File: config.mk
export PLATFORM = sky130hd
export DESIGN_NAME = quad_ctc
export DESIGN_NICKNAME = d
export VERILOG_FILES = /design/src/rtl/ctc_pkg.sv /design/src/rtl/ctc_chan.sv /design/src/rtl/ctc_prio.sv /design/src/rtl/quad_ctc.sv
export SDC_FILE = /design/constraint.sdc
export NUM_CORES = 1
export LEC_CHECK = 0
export ABC_CLOCK_PERIOD_IN_PS = 2600
export BUFFER_PORTS_ARGS = -buffer_cell sky130_fd_sc_hd__buf_4
export CAP_MARGIN = 20
export CORE_MARGIN = 2
export CORE_UTILIZATION = 58
export DETAILED_ROUTE_END_ITERATION = 6
export PLACE_DENSITY = 0.82
export SYNTH_ARGS = -nofsm -noshare
export SYNTH_HDL_FRONTEND = slang
export SYNTH_SLANG_ARGS = --single-unit
File: constraint.sdc
create_clock -name clk -period 2.6 [get_ports clk]
set_clock_uncertainty 0.05 [all_clocks]
set_input_delay 0.26 -clock clk [delete_from_list [all_inputs] [get_ports clk]]
set_output_delay 0.26 -clock clk [all_outputs]
set_load 0.02 [all_outputs]
File: src/rtl/ctc_pkg.sv
// Shared control-byte bit positions for the counter/timer block.
// Assumes an 8-bit write byte; bit 0 tells control bytes from vectors.
package ctc_pkg;
    localparam int CB_CTRL = 0;  // 1: control byte, 0: vector
    localparam int CB_STOP = 1;  // stop channel
    localparam int CB_TCF  = 2;  // time constant follows
    localparam int CB_EDGE = 4;  // 1: rising edge, 0: falling edge
    localparam int CB_PSEL = 5;  // 1: prescale long, 0: short
    localparam int CB_MODE = 6;  // 1: counter, 0: timer
    localparam int CB_IE   = 7;  // interrupt enable
endpackage

File: src/rtl/ctc_chan.sv
// One counter/timer channel: decodes writes, prescales or edge-detects,
// counts down, reloads on terminal count and holds its own request.
// Assumes wr_sel is a single-cycle qualified write to this channel and
// ext_in is asynchronous (it is synchronised here).
module ctc_chan
    import ctc_pkg::*;
#(
    parameter int DW    = 8,
    parameter int PS_LO = 16,
    parameter int PS_HI = 256
) (
    input  logic          clk,
    input  logic          rst_n,
    input  logic          wr_sel,
    input  logic [DW-1:0] wdata,
    input  logic          ext_in,
    input  logic          ack_clr,
    output logic [DW-1:0] cnt_o,
    output logic          zc_o,
    output logic          pend_o,
    output logic          vec_wr_o
);
    localparam int PSW = $clog2(PS_HI);

    logic [DW-1:0]  ctrl_q;
    logic [DW-1:0]  tc_q;
    logic [DW-1:0]  cnt_q;
    logic [PSW-1:0] ps_q;
    logic           tcf_q;
    logic           run_q;
    logic [1:0]     sync_q;
    logic           prev_q;
    logic           zc_q;
    logic           pend_q;

    logic           tc_wr;
    logic           ctl_wr;
    logic [PSW-1:0] ps_lim;
    logic           ps_wrap;
    logic           tick;
    logic           term;
    logic           edge_hit;

    // Classify a write: time constant, control byte or vector.
    always_comb begin
        tc_wr    = wr_sel && tcf_q;
        ctl_wr   = wr_sel && !tcf_q && wdata[CB_CTRL];
        vec_wr_o = wr_sel && !tcf_q && !wdata[CB_CTRL];
    end

    // Select the prescale limit and build the count tick.
    always_comb begin
        ps_lim   = ctrl_q[CB_PSEL] ? PSW'(PS_HI - 1) : PSW'(PS_LO - 1);
        ps_wrap  = (ps_q >= ps_lim);
        edge_hit = ctrl_q[CB_EDGE] ? (sync_q[1] && !prev_q) : (!sync_q[1] && prev_q);
        tick     = run_q && (ctrl_q[CB_MODE] ? edge_hit : ps_wrap);
        term     = tick && (cnt_q == DW'(1));
    end

    // Synchronise the external trigger and keep its previous level.
    always_ff @(posedge clk) begin
        if (!rst_n) begin
            sync_q <= '0;
            prev_q <= 1'b0;
        end else begin
            sync_q <= {sync_q[0], ext_in};
            prev_q <= sync_q[1];
        end
    end

    // Hold the control byte and the time-constant-follows flag.
    always_ff @(posedge clk) begin
        if (!rst_n) begin
            ctrl_q <= '0;
            tcf_q  <= 1'b0;
        end else if (ctl_wr) begin
            ctrl_q <= wdata;
            tcf_q  <= wdata[CB_TCF];
        end else if (tc_wr) begin
            tcf_q  <= 1'b0;
        end
    end

    // Run flag: set by a time constant, cleared by a stop control byte.
    always_ff @(posedge clk) begin
        if (!rst_n) begin
            run_q <= 1'b0;
        end else if (tc_wr) begin
            run_q <= 1'b1;
        end else if (ctl_wr && wdata[CB_STOP]) begin
            run_q <= 1'b0;
        end
    end

    // Prescaler: free-runs in timer mode while running, restarts on load.
    always_ff @(posedge clk) begin
        if (!rst_n) begin
            ps_q <= '0;
        end else if (!run_q || ctrl_q[CB_MODE] || tc_wr || ps_wrap) begin
            ps_q <= '0;
        end else begin
            ps_q <= ps_q + PSW'(1);
        end
    end

    // Time constant and down-counter with automatic reload.
    always_ff @(posedge clk) begin
        if (!rst_n) begin
            tc_q  <= '0;
            cnt_q <= '0;
        end else if (tc_wr) begin
            tc_q  <= wdata;
            cnt_q <= wdata;
        end else if (term) begin
            cnt_q <= tc_q;
        end else if (tick) begin
            cnt_q <= cnt_q - DW'(1);
        end
    end

    // Zero-count pulse and interrupt request.
    always_ff @(posedge clk) begin
        if (!rst_n) begin
            zc_q   <= 1'b0;
            pend_q <= 1'b0;
        end else begin
            zc_q <= term && !tc_wr;
            if (term && !tc_wr && ctrl_q[CB_IE]) begin
                pend_q <= 1'b1;
            end else if (ack_clr) begin
                pend_q <= 1'b0;
            end
        end
    end

    assign cnt_o  = cnt_q;
    assign zc_o   = zc_q;
    assign pend_o = pend_q;

    AST_ZC_ONE_CYCLE: assert property (@(posedge clk) disable iff (!rst_n)
        zc_q |=> !zc_q);
    AST_ZC_RELOADED: assert property (@(posedge clk) disable iff (!rst_n)
        zc_q |-> (cnt_q == tc_q));
    AST_STOPPED_HOLDS: assert property (@(posedge clk) disable iff (!rst_n)
        (!run_q && !wr_sel) |=> $stable(cnt_q));
    AST_PEND_NEEDS_IE: assert property (@(posedge clk) disable iff (!rst_n)
        $rose(pend_q) |-> $past(ctrl_q[CB_IE]));
endmodule

File: src/rtl/ctc_prio.sv
// Fixed-priority daisy chain: index 0 wins, each stage passes enable on
// only when it has nothing pending. Produces a one-hot grant and index.
module ctc_prio #(
    parameter int N  = 4,
    parameter int IW = 2
) (
    input  logic          clk,
    input  logic          rst_n,
    input  logic [N-1:0]  pend,
    output logic [N-1:0]  grant,
    output logic [IW-1:0] idx,
    output logic          any
);
    logic [N:0] ena;

    assign ena[0] = 1'b1;

    // One chain stage per channel.
    generate
        for (genvar i = 0; i < N; i++) begin : g_stage
            assign grant[i]  = ena[i] && pend[i];
            assign ena[i+1]  = ena[i] && !pend[i];
        end
    endgenerate

    // Encode the granted stage into a channel number.
    always_comb begin
        idx = '0;
        for (int i = 0; i < N; i++) begin
            if (grant[i]) idx = IW'(i);
        end
    end

    assign any = !ena[N];

    AST_GRANT_ONEHOT: assert property (@(posedge clk) disable iff (!rst_n)
        $onehot0(grant));
endmodule

File: src/rtl/quad_ctc.sv
// Four-channel counter/timer top: address decode, read mux, vector base
// register (written through channel 0) and the priority chain.
// Assumes one write per cycle and a single-cycle int_ack pulse.
module quad_ctc
    import ctc_pkg::*;
#(
    parameter int N_CH  = 4,
    parameter int DW    = 8,
    parameter int PS_LO = 16,
    parameter int PS_HI = 256
) (
    input  logic                    clk,
    input  logic                    rst_n,
    input  logic                    wr_en,
    input  logic [$clog2(N_CH)-1:0] addr,
    input  logic [DW-1:0]           wdata,
    output logic [DW-1:0]           rdata,
    input  logic [N_CH-1:0]         ext_clk,
    output logic [N_CH-1:0]         zc,
    output logic                    irq,
    input  logic                    int_ack,
    output logic [DW-1:0]           int_vec
);
    localparam int AW = $clog2(N_CH);
    localparam int BW = DW - AW - 1;

    logic [DW-1:0]   cnt   [N_CH];
    logic [N_CH-1:0] pend;
    logic [N_CH-1:0] grant;
    logic [N_CH-1:0] vec_wr;
    logic [AW-1:0]   win_idx;
    logic            any_pend;
    logic [BW-1:0]   base_q;

    // One channel instance per address.
    generate
        for (genvar i = 0; i < N_CH; i++) begin : g_ch
            ctc_chan #(.DW(DW), .PS_LO(PS_LO), .PS_HI(PS_HI)) u_ch (
                .clk      (clk),
                .rst_n    (rst_n),
                .wr_sel   (wr_en && (addr == AW'(i))),
                .wdata    (wdata),
                .ext_in   (ext_clk[i]),
                .ack_clr  (int_ack && grant[i]),
                .cnt_o    (cnt[i]),
                .zc_o     (zc[i]),
                .pend_o   (pend[i]),
                .vec_wr_o (vec_wr[i])
            );
        end
    endgenerate

    ctc_prio #(.N(N_CH), .IW(AW)) u_prio (
        .clk   (clk),
        .rst_n (rst_n),
        .pend  (pend),
        .grant (grant),
        .idx   (win_idx),
        .any   (any_pend)
    );

    // Vector base register, written only through channel 0.
    always_ff @(posedge clk) begin
        if (!rst_n) begin
            base_q <= '0;
        end else if (vec_wr[0]) begin
            base_q <= wdata[DW-1:AW+1];
        end
    end

    assign rdata   = cnt[addr];
    assign irq     = any_pend;
    assign int_vec = {base_q, win_idx, 1'b0};

    AST_ACK_RETIRES: assert property (@(posedge clk) disable iff (!rst_n)
        (int_ack && irq && !(|zc)) |=> ($countones(pend) < $countones($past(pend)))
        || (|zc));
    AST_BASE_ONLY_CH0: assert property (@(posedge clk) disable iff (!rst_n)
        !(wr_en && addr == AW'(0)) |=> $stable(base_q));
endmodule

==> impl_metrics.csv <==
group,metric,value,unit
drt,post_drt_via_cell_ratio,6.030,
power,vdd_ir_drop_max,0.0003790,V
synth,compound_gate_portion_of_the_synthesized_area,17.14,%
synth,syn_area_per_cell,8.553,um2
run,drv.max_cap_violation_count,0,
power,p_per_cell_area,578.1,nW/um2
timing,max-slew-margin-rel,54.87,%
finish,finalCoreUtilization,67.22,%
clock_network,h-tree-depth,4,
finish,nets,935,
synth,asyncSetResetFlopFracSynth,0,%
finish,antennaDiodeCount,0,
timing,fin_tns_setup,0,ps
synth,synthesized_nets,909,
synth,synthXorXnorAreaFrac,2.967,%
hold_path,holdCritPathClass,"input port to flop",
drt,vias,6476,
drt,detail_route.wl_per_cell,16.57,um
global_route,grt-ovfl-total,0,
floorplanning,dieHeight,116.8,um
synth,postSynthCellCount,863,
synth,post_synth_main_area_contributors,"dfxtp_1 (39%), nand2_1 (5.6%), ha_1 (4.7%)",
timing,timing_hold_violations_final,0,
global_route,global_route_wire_length_before_repair,29.41,mm
placement,placed_cells,1038,
clock_network,numCtsBuffers,17,
status,outcome,"finished clean",
finish,multi_input_area,4153,um2
floorplanning,overall_die_width,116.8,um
synth,synthMuxAreaShare,6.459,%
floorplanning,top_level_ports,39,
global_route,grt_antenna_before_repair,0,
synth,yosys.area_share.simple,24.90,%
synth,post-synth-top-count-cell,"dfxtp_1",
drt,ant_nets,0,
synth,synth-edff-count,0,
critical_path,crit_path_max_fanout,12,
floorplanning,core,12520,um2
synth,post_synth_num_cell_types,63,
synth,ys_seq_area_share,39.33,%
timing,finalSetupViolations,0,
power,p_sw_share,22.33,%
clock_network,clockBufferDepth,2,
power,internal_power,3.778,mW
critical_path,critPathCaptureType,"flop",
critical_path,setup.worst_path.class,"flop to flop",
power,sequentialPowerShare,46.5,%
critical_path,worst_path_arrival,2640,ps
finish,seq_area,2903,um2
global_route,vias_in_the_first_global_route,6104,
placement,buffer_ports.inserted,37,
global_route,grt_usage,27.58,%
drt,drt_first_pass_iters,5,
clock_network,tritoncts,"done",
timing,count_of_final_max_slew_check_failures,0,
synth,synth_adder_area_share,4.747,%
synth,ys_top_cells_by_count,"dfxtp_1 (145), nand2_1 (111), nor2_1 (86)",
floorplanning,die_footprint,13640,um2
clock_network,postCtsResizedCells,0,
global_route,maximum_number_of_pins_on_one_net_before_global_route_repair,53,
synth,combinational_family_with_the_most_area_after_synthesis,"simple AND/OR/NAND/NOR gates",
floorplanning,floorplan.initialDensity,58.97,%
clock_network,later_pin_clock_latency_in_the_skew_report,420,ps
drt,postRouteWirelength,17.79,mm
synth,synth_top_flop_cell,"dfxtp_1",
power,net-switching-power,1.086,mW
finish,post_layout_nonfiller_instances,1074,
synth,synthesis.area,7381,um2
synth,synthDominantCellAreaShare,39.33,%
placement,gp_congestion,0.8576,
power,clk_pwr_share,48.4,%
timing,timing_worst_slew_pin_value,676.9,ps
synth,yosysTopAreaCell,"dfxtp_1",
power,total_leakage_power,3.123,nW
timing,rsz0062_at_grt,"no",
critical_path,crit_required,2860,ps
timing,post-route-min-period,2374,ps
synth,synth-seq-cells,145,
drt,drt_first_iter_violations,728,
synth,yosysWarnings,0,
timing,fin_crit_sh,91.32,%
power,power_frac_comb,5.1,%
timing,max_freq,0.4212,GHz
floorplanning,number_of_placement_rows,41,
clock_network,clock-root-buffer,"clkbuf_16",
finish,layout.filler_cells,1041,
clock_network,cts_num_sinks,145,
clock_network,worst_setup_hold_path_clk_slew,60,ps
critical_path,worstSetupStartpointType,"flop",
drt,detail_route.drc_violations,0,
placement,place.detailed.hpwl,11.71,mm
finish,fraction_of_final_layout_cells_with_drive_strength_greater_than_1,12.20,%
finish,synthToLayoutAreaGrowth,14.00,%
## cell usage in the layout, fill, tap and decap left out, drive strengths merged, types with 11 or more instances in the layout
cell type	count
dfxtp	145
nand2	111
nor2	86
buf	57
a21boi	39
a21oi	35
nor3	30
ha	28
nand3	27
o21ai	27
inv	26
nor2b	25
mux2i	24
clkbuf	23
and2	17
a31oi	15
xnor2	13
xor2	12
or3	11
## cells by family (layout without fill, tap and decap cells)
logic type / after synthesis / after routing
AND/OR/NAND/NOR: 368 / 368
AO/OA/AOI/OAI: 179 / 179
flip-flops: 145 / 145
buffers and inverters: 80 / 119
multiplexers: 37 / 37
adder cells (fa/ha/maj): 28 / 28
XOR/XNOR: 25 / 25
other: 1 / 1
## path summary, 6_finish.rpt
path                            slack (ps)                      to                   start  cells past startpoint
worst max-delay path                   230   g_ch[1].u_ch.cnt_o[5]  g_ch[1].u_ch.ctrl_q[5]                      7
worst min-delay path                   120    g_ch[0].u_ch.tc_q[3]                wdata[3]                      3
worst max register to register         230   g_ch[1].u_ch.cnt_o[5]  g_ch[1].u_ch.ctrl_q[5]                      7
worst min register to register         390  g_ch[3].u_ch.sync_q[1]  g_ch[3].u_ch.sync_q[0]                      1
## state kept, by name (all words and copies together) (netlist names)
name              flops
g_ch.u_ch.ctrl_q     16
g_ch.u_ch.tcf_q       4
g_ch.u_ch.tc_q       32
g_ch.u_ch.run_q       4
g_ch.u_ch.pend_o      4
g_ch.u_ch.ps_q       32
g_ch.u_ch.sync_q      8
g_ch.u_ch.zc_o        4
g_ch.u_ch.prev_q      4
g_ch.u_ch.cnt_o      32
base_q                5
## worst max-delay path: stages, from the launching register on
cell	delay (ps)
dfxtp_1	320
inv_1	80
ha_1	300
a211o_1	320
o31ai_1	500
buf_4	290
nor4_1	70
a311o_1	320
## per-layer routing
metal	vias up	track usage [%]	share of wire, %
li1	3118	-	-
met1	3057	36.72	44
met2	260	43.24	46
met3	41	5.922	7.8
met4	0	12.55	2.6
met5	-	0	0
## through the flow
| stage | total power [mW] | setup slack (ps) | hold slack, ps | cell area, um2 |
|---|---|---|---|---|
| after global routing | 5.018 | 44.42 | 113.1 | 8414 |
| after floorplan | 2.473 | 453.0 | 337.3 | 7381 |
| after global placement | 2.545 | 412.4 | 364.1 | 7796 |
| after CTS | 4.884 | 267.8 | 103.8 | 8414 |
| after detailed placement | 2.550 | 297.2 | 372.5 | 7796 |
| final | 4.865 | 225.6 | 119.1 | 8414 |
## what timing repair did
action | CTS | global route
hold buffers | 4 | 0
setup endpoints to repair | 0 | 0
setup buffers | 0 | 0
endpoints found under the hold margin | 4 | 0
## power groups by stage
stage	registers, mW	clock network [mW]	logic (mW)
after floorplan	2.31	0	0.166
after global placement	2.31	0	0.236
after detailed placement	2.31	0	0.240
after CTS	2.26	2.38	0.247
after global routing	2.26	2.48	0.272
final	2.26	2.35	0.250
## area by class of cell
type | count | share of cell area [%]
clock buffer | 23 | 5.918
tap | 172 | 2.558
multi-input combinational | 638 | 49.35
clock inverter | 9 | 0.9517
inverter | 26 | 1.160
timing repair buffer | 61 | 5.561
sequential | 145 | 34.50
(Power assumes the default switching activity.)
